File: src/rtl/icl_pkg.sv
package icl_pkg;
   typedef enum logic [1:0] {
      MS_IDLE  = 2'd0,
      MS_ISSUE = 2'd1,
      MS_WAIT  = 2'd2,
      MS_DONE  = 2'd3
   } mshr_state_e;
endpackage

File: src/rtl/icl_tag_store.sv
module icl_tag_store #(
   parameter int SETS   = 8,
   parameter int WAYS   = 2,
   parameter int TAG_W  = 10,
   parameter int LINE_W = 64,
   localparam int IDX_W = $clog2(SETS),
   localparam int WAY_W = $clog2(WAYS)
) (
   input  logic              clk,
   input  logic              rst_n,
   input  logic [IDX_W-1:0]  lk_idx,
   input  logic [TAG_W-1:0]  lk_tag,
   output logic              lk_hit,
   output logic [WAY_W-1:0]  lk_way,
   output logic [LINE_W-1:0] lk_data,
   input  logic              touch_en,
   input  logic [IDX_W-1:0]  touch_idx,
   input  logic [WAY_W-1:0]  touch_way,
   input  logic              fill_en,
   input  logic [IDX_W-1:0]  fill_idx,
   input  logic [TAG_W-1:0]  fill_tag,
   input  logic [LINE_W-1:0] fill_data
);
   localparam int TREE_N = WAYS - 1;

   logic [TAG_W-1:0]  tag_q  [SETS][WAYS];
   logic [LINE_W-1:0] dat_q  [SETS][WAYS];
   logic [WAYS-1:0]   vld_q  [SETS];
   logic [TREE_N-1:0] plru_q [SETS];
   logic [WAYS-1:0]   way_match;
   logic [WAY_W-1:0]  fill_way;

   function automatic logic [WAY_W-1:0] plru_victim(input logic [TREE_N-1:0] t);
      int node;
      node = 0;
      for (int l = 0; l < WAY_W; l++) node = 2 * node + 1 + int'(t[node]);
      return WAY_W'(node - TREE_N);
   endfunction

   function automatic logic [TREE_N-1:0] plru_touch(input logic [TREE_N-1:0] t,
                                                     input logic [WAY_W-1:0] w);
      logic [TREE_N-1:0] r;
      int node;
      logic b;
      r = t;
      node = 0;
      for (int l = WAY_W - 1; l >= 0; l--) begin
         b = w[l];
         r[node] = ~b;
         node = 2 * node + 1 + int'(b);
      end
      return r;
   endfunction

   for (genvar w = 0; w < WAYS; w++) begin : g_way_cmp
      assign way_match[w] = vld_q[lk_idx][w] && (tag_q[lk_idx][w] == lk_tag);
   end

   assign lk_hit = |way_match;

   always_comb begin
      lk_way = '0;
      for (int w = 0; w < WAYS; w++) if (way_match[w]) lk_way = WAY_W'(w);
   end

   assign lk_data = dat_q[lk_idx][lk_way];

   always_comb begin
      fill_way = plru_victim(plru_q[fill_idx]);
      for (int w = WAYS - 1; w >= 0; w--) if (!vld_q[fill_idx][w]) fill_way = WAY_W'(w);
   end

   always_ff @(posedge clk or negedge rst_n) begin
      if (!rst_n) begin
         for (int s = 0; s < SETS; s++) begin
            vld_q[s]  <= '0;
            plru_q[s] <= '0;
         end
      end else begin
         if (touch_en) plru_q[touch_idx] <= plru_touch(plru_q[touch_idx], touch_way);
         if (fill_en) begin
            vld_q[fill_idx][fill_way] <= 1'b1;
            plru_q[fill_idx] <= plru_touch(plru_q[fill_idx], fill_way);
         end
      end
   end

   always_ff @(posedge clk) begin
      if (fill_en) begin
         tag_q[fill_idx][fill_way] <= fill_tag;
         dat_q[fill_idx][fill_way] <= fill_data;
      end
   end

   assert_touch_valid_R8: assert property (@(posedge clk) disable iff (!rst_n)
      touch_en |-> vld_q[touch_idx][touch_way]);

   assert_single_way_R8: assert property (@(posedge clk) disable iff (!rst_n)
      $onehot0(way_match));
endmodule

File: src/rtl/icl_mshr_file.sv
module icl_mshr_file #(
   parameter int ENTRIES = 4,
   parameter int LADDR_W = 13,
   parameter int ID_W    = 2,
   parameter int LINE_W  = 64,
   localparam int E_W    = $clog2(ENTRIES),
   localparam int IDS    = 1 << ID_W
) (
   input  logic               clk,
   input  logic               rst_n,
   input  logic               kill,
   input  logic [LADDR_W-1:0] q_laddr,
   input  logic [ID_W-1:0]    q_id,
   output logic               q_match,
   output logic               q_full,
   input  logic               alloc_en,
   input  logic               merge_en,
   output logic               mem_req_valid,
   input  logic               mem_req_ready,
   output logic [LADDR_W-1:0] mem_req_laddr,
   output logic [E_W-1:0]     mem_req_tag,
   input  logic               mem_rsp_valid,
   input  logic [E_W-1:0]     mem_rsp_tag,
   input  logic [LINE_W-1:0]  mem_rsp_data,
   output logic               fill_en,
   output logic [LADDR_W-1:0] fill_laddr,
   output logic [LINE_W-1:0]  fill_data,
   output logic               drn_pending,
   output logic [ID_W-1:0]    drn_id,
   output logic [LINE_W-1:0]  drn_data,
   input  logic               drn_take
);
   import icl_pkg::*;

   mshr_state_e        st_w [ENTRIES];
   logic [LADDR_W-1:0] la_w [ENTRIES];
   logic [IDS-1:0]     wt_w [ENTRIES];
   logic [LINE_W-1:0]  dt_w [ENTRIES];
   logic [ENTRIES-1:0] hit_vec, free_vec, iss_vec, drn_vec, wt_any_vec;
   logic [E_W-1:0]     match_idx, alloc_idx, iss_idx, drn_idx;

   for (genvar e = 0; e < ENTRIES; e++) begin : g_ent
      mshr_state_e        st_q, st_d;
      logic [LADDR_W-1:0] la_q;
      logic [IDS-1:0]     wt_q, wt_d;
      logic [LINE_W-1:0]  dt_q;

      assign st_w[e] = st_q;
      assign la_w[e] = la_q;
      assign wt_w[e] = wt_q;
      assign dt_w[e] = dt_q;
      assign hit_vec[e]    = (st_q != MS_IDLE) && (la_q == q_laddr);
      assign free_vec[e]   = (st_q == MS_IDLE);
      assign iss_vec[e]    = (st_q == MS_ISSUE);
      assign drn_vec[e]    = (st_q == MS_DONE) && (|wt_q);
      assign wt_any_vec[e] = |wt_q;

      always_comb begin
         st_d = st_q;
         wt_d = wt_q;
         if (drn_take && drn_idx == E_W'(e)) wt_d[drn_id] = 1'b0;
         if (alloc_en && alloc_idx == E_W'(e)) begin
            st_d = MS_ISSUE;
            wt_d = '0;
            wt_d[q_id] = 1'b1;
         end
         if (merge_en && match_idx == E_W'(e)) wt_d[q_id] = 1'b1;
         if (mem_req_valid && mem_req_ready && iss_idx == E_W'(e)) st_d = MS_WAIT;
         if (mem_rsp_valid && mem_rsp_tag == E_W'(e)) st_d = MS_DONE;
         if (kill) wt_d = '0;
         if (st_d == MS_DONE && wt_d == '0) st_d = MS_IDLE;
      end

      always_ff @(posedge clk or negedge rst_n) begin
         if (!rst_n) begin
            st_q <= MS_IDLE;
            wt_q <= '0;
         end else begin
            st_q <= st_d;
            wt_q <= wt_d;
         end
      end

      always_ff @(posedge clk) begin
         if (alloc_en && alloc_idx == E_W'(e)) la_q <= q_laddr;
         if (mem_rsp_valid && mem_rsp_tag == E_W'(e)) dt_q <= mem_rsp_data;
      end
   end

   always_comb begin
      match_idx = '0;
      alloc_idx = '0;
      iss_idx   = '0;
      drn_idx   = '0;
      for (int e = ENTRIES - 1; e >= 0; e--) begin
         if (hit_vec[e])  match_idx = E_W'(e);
         if (free_vec[e]) alloc_idx = E_W'(e);
         if (iss_vec[e])  iss_idx   = E_W'(e);
         if (drn_vec[e])  drn_idx   = E_W'(e);
      end
   end

   always_comb begin
      drn_id = '0;
      for (int i = IDS - 1; i >= 0; i--) if (wt_w[drn_idx][i]) drn_id = ID_W'(i);
   end

   assign q_match       = |hit_vec;
   assign q_full        = ~|free_vec;
   assign mem_req_valid = |iss_vec;
   assign mem_req_laddr = la_w[iss_idx];
   assign mem_req_tag   = iss_idx;
   assign fill_en       = mem_rsp_valid;
   assign fill_laddr    = la_w[mem_rsp_tag];
   assign fill_data     = mem_rsp_data;
   assign drn_pending   = |drn_vec;
   assign drn_data      = dt_w[drn_idx];

   assert_alloc_free_R6: assert property (@(posedge clk) disable iff (!rst_n)
      alloc_en |-> !q_full);

   assert_req_held_R2: assert property (@(posedge clk) disable iff (!rst_n)
      (mem_req_valid && !mem_req_ready) |=> mem_req_valid);

   assert_refill_target_R3: assert property (@(posedge clk) disable iff (!rst_n)
      mem_rsp_valid |-> (st_w[mem_rsp_tag] == MS_WAIT));

   assert_one_entry_per_line_R5: assert property (@(posedge clk) disable iff (!rst_n)
      $countones(hit_vec) <= 1);

   assert_kill_clears_R7: assert property (@(posedge clk) disable iff (!rst_n)
      kill |=> (wt_any_vec == '0));
endmodule

File: src/rtl/icl_fetch_cache.sv
module icl_fetch_cache #(
   parameter int ADDR_W     = 16,
   parameter int LINE_BYTES = 8,
   parameter int SETS       = 8,
   parameter int WAYS       = 2,
   parameter int MSHRS      = 4,
   parameter int ID_W       = 2,
   localparam int OFF_W     = $clog2(LINE_BYTES),
   localparam int LINE_W    = 8 * LINE_BYTES,
   localparam int IDX_W     = $clog2(SETS),
   localparam int WAY_W     = $clog2(WAYS),
   localparam int LADDR_W   = ADDR_W - OFF_W,
   localparam int TAG_W     = LADDR_W - IDX_W,
   localparam int E_W       = $clog2(MSHRS)
) (
   input  logic               clk,
   input  logic               rst_n,
   input  logic               req_valid,
   output logic               req_ready,
   input  logic [ADDR_W-1:0]  req_addr,
   input  logic [ID_W-1:0]    req_id,
   input  logic               req_demand,
   input  logic               kill,
   output logic               rsp_valid,
   output logic [ID_W-1:0]    rsp_id,
   output logic               rsp_hit,
   output logic               rsp_fill,
   output logic [LINE_W-1:0]  rsp_data,
   output logic               mem_req_valid,
   input  logic               mem_req_ready,
   output logic [LADDR_W-1:0] mem_req_addr,
   output logic [E_W-1:0]     mem_req_tag,
   input  logic               mem_rsp_valid,
   input  logic [E_W-1:0]     mem_rsp_tag,
   input  logic [LINE_W-1:0]  mem_rsp_data
);
   if (LINE_BYTES < 2 || (LINE_BYTES & (LINE_BYTES - 1)) != 0) begin : g_bad_line
      $error("LINE_BYTES must be a power of two of at least 2");
   end
   if (SETS < 2 || (SETS & (SETS - 1)) != 0) begin : g_bad_sets
      $error("SETS must be a power of two of at least 2");
   end
   if (WAYS < 2 || (WAYS & (WAYS - 1)) != 0) begin : g_bad_ways
      $error("WAYS must be a power of two of at least 2");
   end
   if (MSHRS < 2 || (MSHRS & (MSHRS - 1)) != 0) begin : g_bad_mshr
      $error("MSHRS must be a power of two of at least 2");
   end
   if (TAG_W < 1 || ID_W < 1) begin : g_bad_addr
      $error("address too narrow for the geometry, or ID_W below 1");
   end

   logic [LADDR_W-1:0] laddr, fill_laddr;
   logic [IDX_W-1:0]   idx;
   logic [TAG_W-1:0]   tag;
   logic               lk_hit, q_match, q_full, drn_pending, drn_take, fill_en;
   logic [WAY_W-1:0]   lk_way;
   logic [LINE_W-1:0]  lk_data, drn_data, fill_data;
   logic [ID_W-1:0]    drn_id;
   logic               need_alloc, req_fire, alloc_en, merge_en;

   assign laddr = req_addr[ADDR_W-1:OFF_W];
   assign idx   = laddr[IDX_W-1:0];
   assign tag   = laddr[LADDR_W-1:IDX_W];

   icl_tag_store #(.SETS(SETS), .WAYS(WAYS), .TAG_W(TAG_W), .LINE_W(LINE_W)) tags_i (
      .clk(clk), .rst_n(rst_n),
      .lk_idx(idx), .lk_tag(tag), .lk_hit(lk_hit), .lk_way(lk_way), .lk_data(lk_data),
      .touch_en(req_fire && lk_hit), .touch_idx(idx), .touch_way(lk_way),
      .fill_en(fill_en), .fill_idx(fill_laddr[IDX_W-1:0]),
      .fill_tag(fill_laddr[LADDR_W-1:IDX_W]), .fill_data(fill_data)
   );

   icl_mshr_file #(.ENTRIES(MSHRS), .LADDR_W(LADDR_W), .ID_W(ID_W), .LINE_W(LINE_W)) mshr_i (
      .clk(clk), .rst_n(rst_n), .kill(kill),
      .q_laddr(laddr), .q_id(req_id), .q_match(q_match), .q_full(q_full),
      .alloc_en(alloc_en), .merge_en(merge_en),
      .mem_req_valid(mem_req_valid), .mem_req_ready(mem_req_ready),
      .mem_req_laddr(mem_req_addr), .mem_req_tag(mem_req_tag),
      .mem_rsp_valid(mem_rsp_valid), .mem_rsp_tag(mem_rsp_tag), .mem_rsp_data(mem_rsp_data),
      .fill_en(fill_en), .fill_laddr(fill_laddr), .fill_data(fill_data),
      .drn_pending(drn_pending), .drn_id(drn_id), .drn_data(drn_data), .drn_take(drn_take)
   );

   assign need_alloc = !lk_hit && req_demand && !q_match;
   assign req_ready  = !drn_pending && !(need_alloc && q_full);
   assign req_fire   = req_valid && req_ready;
   assign alloc_en   = req_fire && need_alloc;
   assign merge_en   = req_fire && !lk_hit && req_demand && q_match;
   assign drn_take   = !req_fire && drn_pending && !kill;

   always_ff @(posedge clk or negedge rst_n) begin
      if (!rst_n) begin
         rsp_valid <= 1'b0;
         rsp_id    <= '0;
         rsp_hit   <= 1'b0;
         rsp_fill  <= 1'b0;
         rsp_data  <= '0;
      end else if (req_fire) begin
         rsp_valid <= 1'b1;
         rsp_id    <= req_id;
         rsp_hit   <= lk_hit;
         rsp_fill  <= 1'b0;
         rsp_data  <= lk_hit ? lk_data : '0;
      end else if (drn_take) begin
         rsp_valid <= 1'b1;
         rsp_id    <= drn_id;
         rsp_hit   <= 1'b0;
         rsp_fill  <= 1'b1;
         rsp_data  <= drn_data;
      end else begin
         rsp_valid <= 1'b0;
         rsp_hit   <= 1'b0;
         rsp_fill  <= 1'b0;
      end
   end

   assert_hit_reply_R1: assert property (@(posedge clk) disable iff (!rst_n)
      (req_fire && lk_hit) |=> (rsp_valid && rsp_hit && rsp_id == $past(req_id)));

   assert_miss_notice_R2: assert property (@(posedge clk) disable iff (!rst_n)
      (req_fire && !lk_hit) |=> (rsp_valid && !rsp_hit && !rsp_fill));

   assert_kind_excl_R3: assert property (@(posedge clk) disable iff (!rst_n)
      rsp_valid |-> !(rsp_hit && rsp_fill));

   assert_no_lookup_during_drain_R9: assert property (@(posedge clk) disable iff (!rst_n)
      drn_pending |-> !req_fire);
endmodule

File: config.mk
export PLATFORM = sky130hd
export DESIGN_NAME = icl_fetch_cache
export DESIGN_NICKNAME = d
export VERILOG_FILES = /design/src/rtl/icl_pkg.sv /design/src/rtl/icl_tag_store.sv /design/src/rtl/icl_mshr_file.sv /design/src/rtl/icl_fetch_cache.sv
export SDC_FILE = /design/constraint.sdc
export NUM_CORES = 2
export LEC_CHECK = 0
export BUFFER_PORTS_ARGS = -buffer_cell sky130_fd_sc_hd__buf_2
export CAP_MARGIN = 5
export CORE_MARGIN = 2
export CORE_UTILIZATION = 50
export CTS_CLUSTER_SIZE = 30
export DETAILED_ROUTE_END_ITERATION = 8
export PLACE_DENSITY = 0.66
export SLEW_MARGIN = 15
export SYNTH_ARGS = -nofsm -noshare
export SYNTH_HDL_FRONTEND = slang
export SYNTH_SLANG_ARGS = --single-unit
export TNS_END_PERCENT = 1
File: constraint.sdc
create_clock -name clk -period 9.5 [get_ports clk]
set_clock_uncertainty 0.05 [all_clocks]
set_input_delay 0.475 -clock clk [delete_from_list [all_inputs] [get_ports clk]]
set_output_delay 0.475 -clock clk [all_outputs]
set_load 0.005 [all_outputs]
==> impl_metrics.json <==
{
  "drc": 0,
  "die_area_mm2": 0.125,
  "post-cts-setup-buffer-count": 0,
  "finalNonFillerCells": 5504,
  "synth_edf_count": 1492,
  "io_buffers": 173,
  "viasPerCell": 6.45,
  "reg2reg_to": "tags_i.dat_q[1][121]",
  "min_period_ns": 5.39,
  "finalHoldViolations": 0,
  "reg2reg_from": "mshr_i.g_ent[3].la_q[0]",
  "core_mm2": 0.122,
  "globalplace.congestion": 0.869,
  "synth_top_area_share_pct": 73.1,
  "hold_path_class": "input pin to flop",
  "setup_viol": 0,
  "die_x_um": 354,
  "final_antenna_net_count": 0,
  "yosysMostFrequentCell": "edfxtp_1",
  "peakVddDrop_mv": 0.190,
  "drt_wl_total_um": 161000,
  "ys_ff_latch": 1609,
  "cpPeakStageDelay_ns": 0.61,
  "grt_max_degree": 109,
  "fin_setup_tns_ns": 0,
  "crit_family": "buffers and inverters",
  "reg2reg_slack_ns": 4.72,
  "synth_common_cells": "edfxtp_1 (1,492), o22ai_1 (355), clkbuf_1 (174)",
  "die_h_um": 354,
  "holdCritStartpoint": "mem_rsp_data[3]",
  "yosysUniqueCellTypes": 81,
  "tightestPinTransition_ns": 1.18,
  "cts-htree-levels": 4,
  "cap_violations": 0,
  "endpoint_kind": "output port",
  "cts_root_buf": "clkbuf_16",
  "reg2reg_depth": 12,
  "cts.sinks": 1609,
  "timing.final.ws_setup_ns": 4.11,
  "min_to": "mshr_i.g_ent[1].dt_q[3]",
  "max_freq_mhz": 185,
  "slowest_stage": "buf_4",
  "synthToLayoutAreaGrowth_pct": 12.8,
  "synth_flop_cell": "edfxtp_1",
  "dpl.cell_count": 5192,
  "synth_largest_area_cell": "edfxtp_1",
  "numCtsBuffers": 160,
  "worstPathRequired_ns": 8.98,
  "crit_fanout": 41,
  "whs_path_depth": 1,
  "synth_warnings": 0,
  "drt_first_pass_iters": 8,
  "path_clk_slew_ns": 0.06,
  "syn_inst": 3552,
  "grt_setup_unrepaired": "no",
  "slew_violations": 0,
  "grt_use_total_pct": 25.3,
  "ctsResizeCount": 0,
  "routedWlPerCell_um": 29.2,
  "place_worst_setup_slack_ns": 3.70,
  "status": "complete, no violations",
  "grt_pass1_wl_um": 233000,
  "p_per_area_mw_per_mm2": 233,
  "vias": 35501,
  "synth.area.top_cells": "edfxtp_1 (73%), dfrtp_1 (4.8%), o22ai_1 (3.6%)",
  "arrival_ns": 4.87,
  "setup.worst_path.class": "input pin to output port",
  "clockBufferDepth": 3,
  "netlist_area_mm2": 0.0613,
  "min_period_over_period_pct": 56.8,
  "synth_fp_nets": 3643,
  "initialDrtViolationCount": 4706,
  "syn_avg_cell_area_um2": 17.2,
  "async_flop_share_pct": 7.27,
  "antenna_found_initial": 16,
  "hpwl_um": 83400,
  "synth.yosys.seq_area_share_pct": 77.9,
  "initial_core_util_pct": 50.3,
  "p_leak_nw": 22.3,
  "worst-path-buf-inv": 5,
  "rows": 128,
  "critical_path.most_common_cell": "buf_4",
  "layout.nets": 3830,
  "cts_tree": "yes",
  "boundaryPins": 177,
  "first_global_vias": 34981,
  "max_slew_margin_pct": 20.7,
  "insertion_delay_ns": 0.78,
  "crit_chain": "dlygate4sd3_1, buf_4, buf_4, mux4_2, mux2i_1, xor2_1, nand4_1, nor4_4, buf_4, nor2_1, a311oi_1, buf_2",
  "ctsHoldBuffers": 10,
  "drive_gt1_share_pct": 17.5,
  "grt-ovfl-total": 0,
  "startpoint_type": "input pin"
}
state kept, by name, indices dropped and copies added, names as in the netlist:
register	count
mshr_i.g_ent.dt_q	256
mshr_i.g_ent.la_q	52
mshr_i.g_ent.st_q	8
mshr_i.g_ent.wt_q	16
rsp_data	64
rsp_fill	1
rsp_hit	1
rsp_id	2
rsp_valid	1
tags_i.dat_q	1024
tags_i.plru_q	8
tags_i.tag_q	160
tags_i.vld_q	16
worst reg2reg max path: stages (launching register included):
cell and delay (ns):
edfxtp_1 0.43, mux4_2 0.74, mux2i_1 0.22, o21ai_0 0.14, o21ai_0 0.15, o21ai_0 0.20
inv_1 0.05, o21ai_0 0.39, a21oi_1 0.08, buf_4 0.22, nor3_2 0.23, buf_4 0.48
buf_4 0.96
per-layer routing:
layer / GRT usage (%) / vias up / wire length (um)
met5: 0.189 / - / 116
met4: 7.40 / 14 / 3920
met3: 5.64 / 285 / 15500
met2: 39.9 / 1847 / 75900
met1: 35.6 / 18279 / 65500
li1: - / 15076 / -
area by class of cell:
class	instances	area (um^2)
Sequential cell	1609	47700
Fill cell	9293	52600
Timing Repair Buffer	251	1510
Inverter	16	72.6
Clock buffer	226	4480
Multi-Input combinational cell	1701	12600
Antenna cell	2	5.00
Tap cell	1625	2030
Clock inverter	74	638
worst max path at each step:
stage / start / cells past startpoint / to / slack, ns
floorplan: mem_rsp_tag[0] / 13 / tags_i.vld_q[4] / 1.12
global placement: req_addr[4] / 13 / mshr_i.g_ent[0].st_q[1] / 3.79
detailed placement: req_addr[4] / 13 / mshr_i.g_ent[0].st_q[1] / 3.70
CTS: req_addr[5] / 12 / req_ready / 4.16
global route: req_addr[5] / 12 / req_ready / 3.92
finish: req_addr[5] / 12 / req_ready / 4.11
through the flow:
| stage | hold slack [ns] | power, mW | area, um^2 | util, % |
|---|---|---|---|---|
| 2_1_floorplan | 0.129 | 9.43 | 61300 | - |
| 3_3_place_gp | 0.399 | 10.1 | 63900 | 52.5 |
| 3_5_place_dp | 0.400 | 10.1 | 63900 | 52.5 |
| 4_1_cts | 0.000212 | 16.2 | 69100 | 56.8 |
| 5_1_grt | 0.0238 | 16.6 | 69100 | 56.8 |
| 6_report | 0.0380 | 16.1 | 69100 | 56.8 |
power by group:
group          internal (mW)  switching (mW)
registers               8.23           0.173
clock network           3.52            2.62
logic                  0.498            1.07
total                   12.2            3.86
cell usage in the layout, fill, tap and decap left out, types with 11 or more instances in the layout:
cell type / instances
o21ai_0: 96
o22a_1: 34
o221ai_1: 72
inv_1: 12
nor2_1: 105
clkbuf_1: 48
a222oi_1: 65
mux4_2: 53
clkinv_1: 33
dfrtp_1: 117
a31oi_1: 21
o211ai_1: 71
clkbuf_16: 164
clkbuf_8: 14
buf_2: 169
nand3_1: 19
buf_4: 69
nor3_1: 36
nand2_1: 141
xor2_1: 32
edfxtp_1: 1492
a21oi_1: 52
a22oi_1: 37
nor4_1: 95
xnor2_1: 37
mux2_2: 92
o22ai_1: 355
o21ai_1: 20
mux2i_1: 81
nand4_1: 11
or2_2: 17
clkinv_2: 19
logic make-up after synthesis:
kind of cell | synth area share (%)
AOI/OAI and AO/OA | 10.1
xor gates and xnor gates | 0.986
buffers and inverters | 1.77
DFF | 77.9
muxes | 4.96
and+or+nand+nor | 4.22
Power figures use the tool's default switching activity.
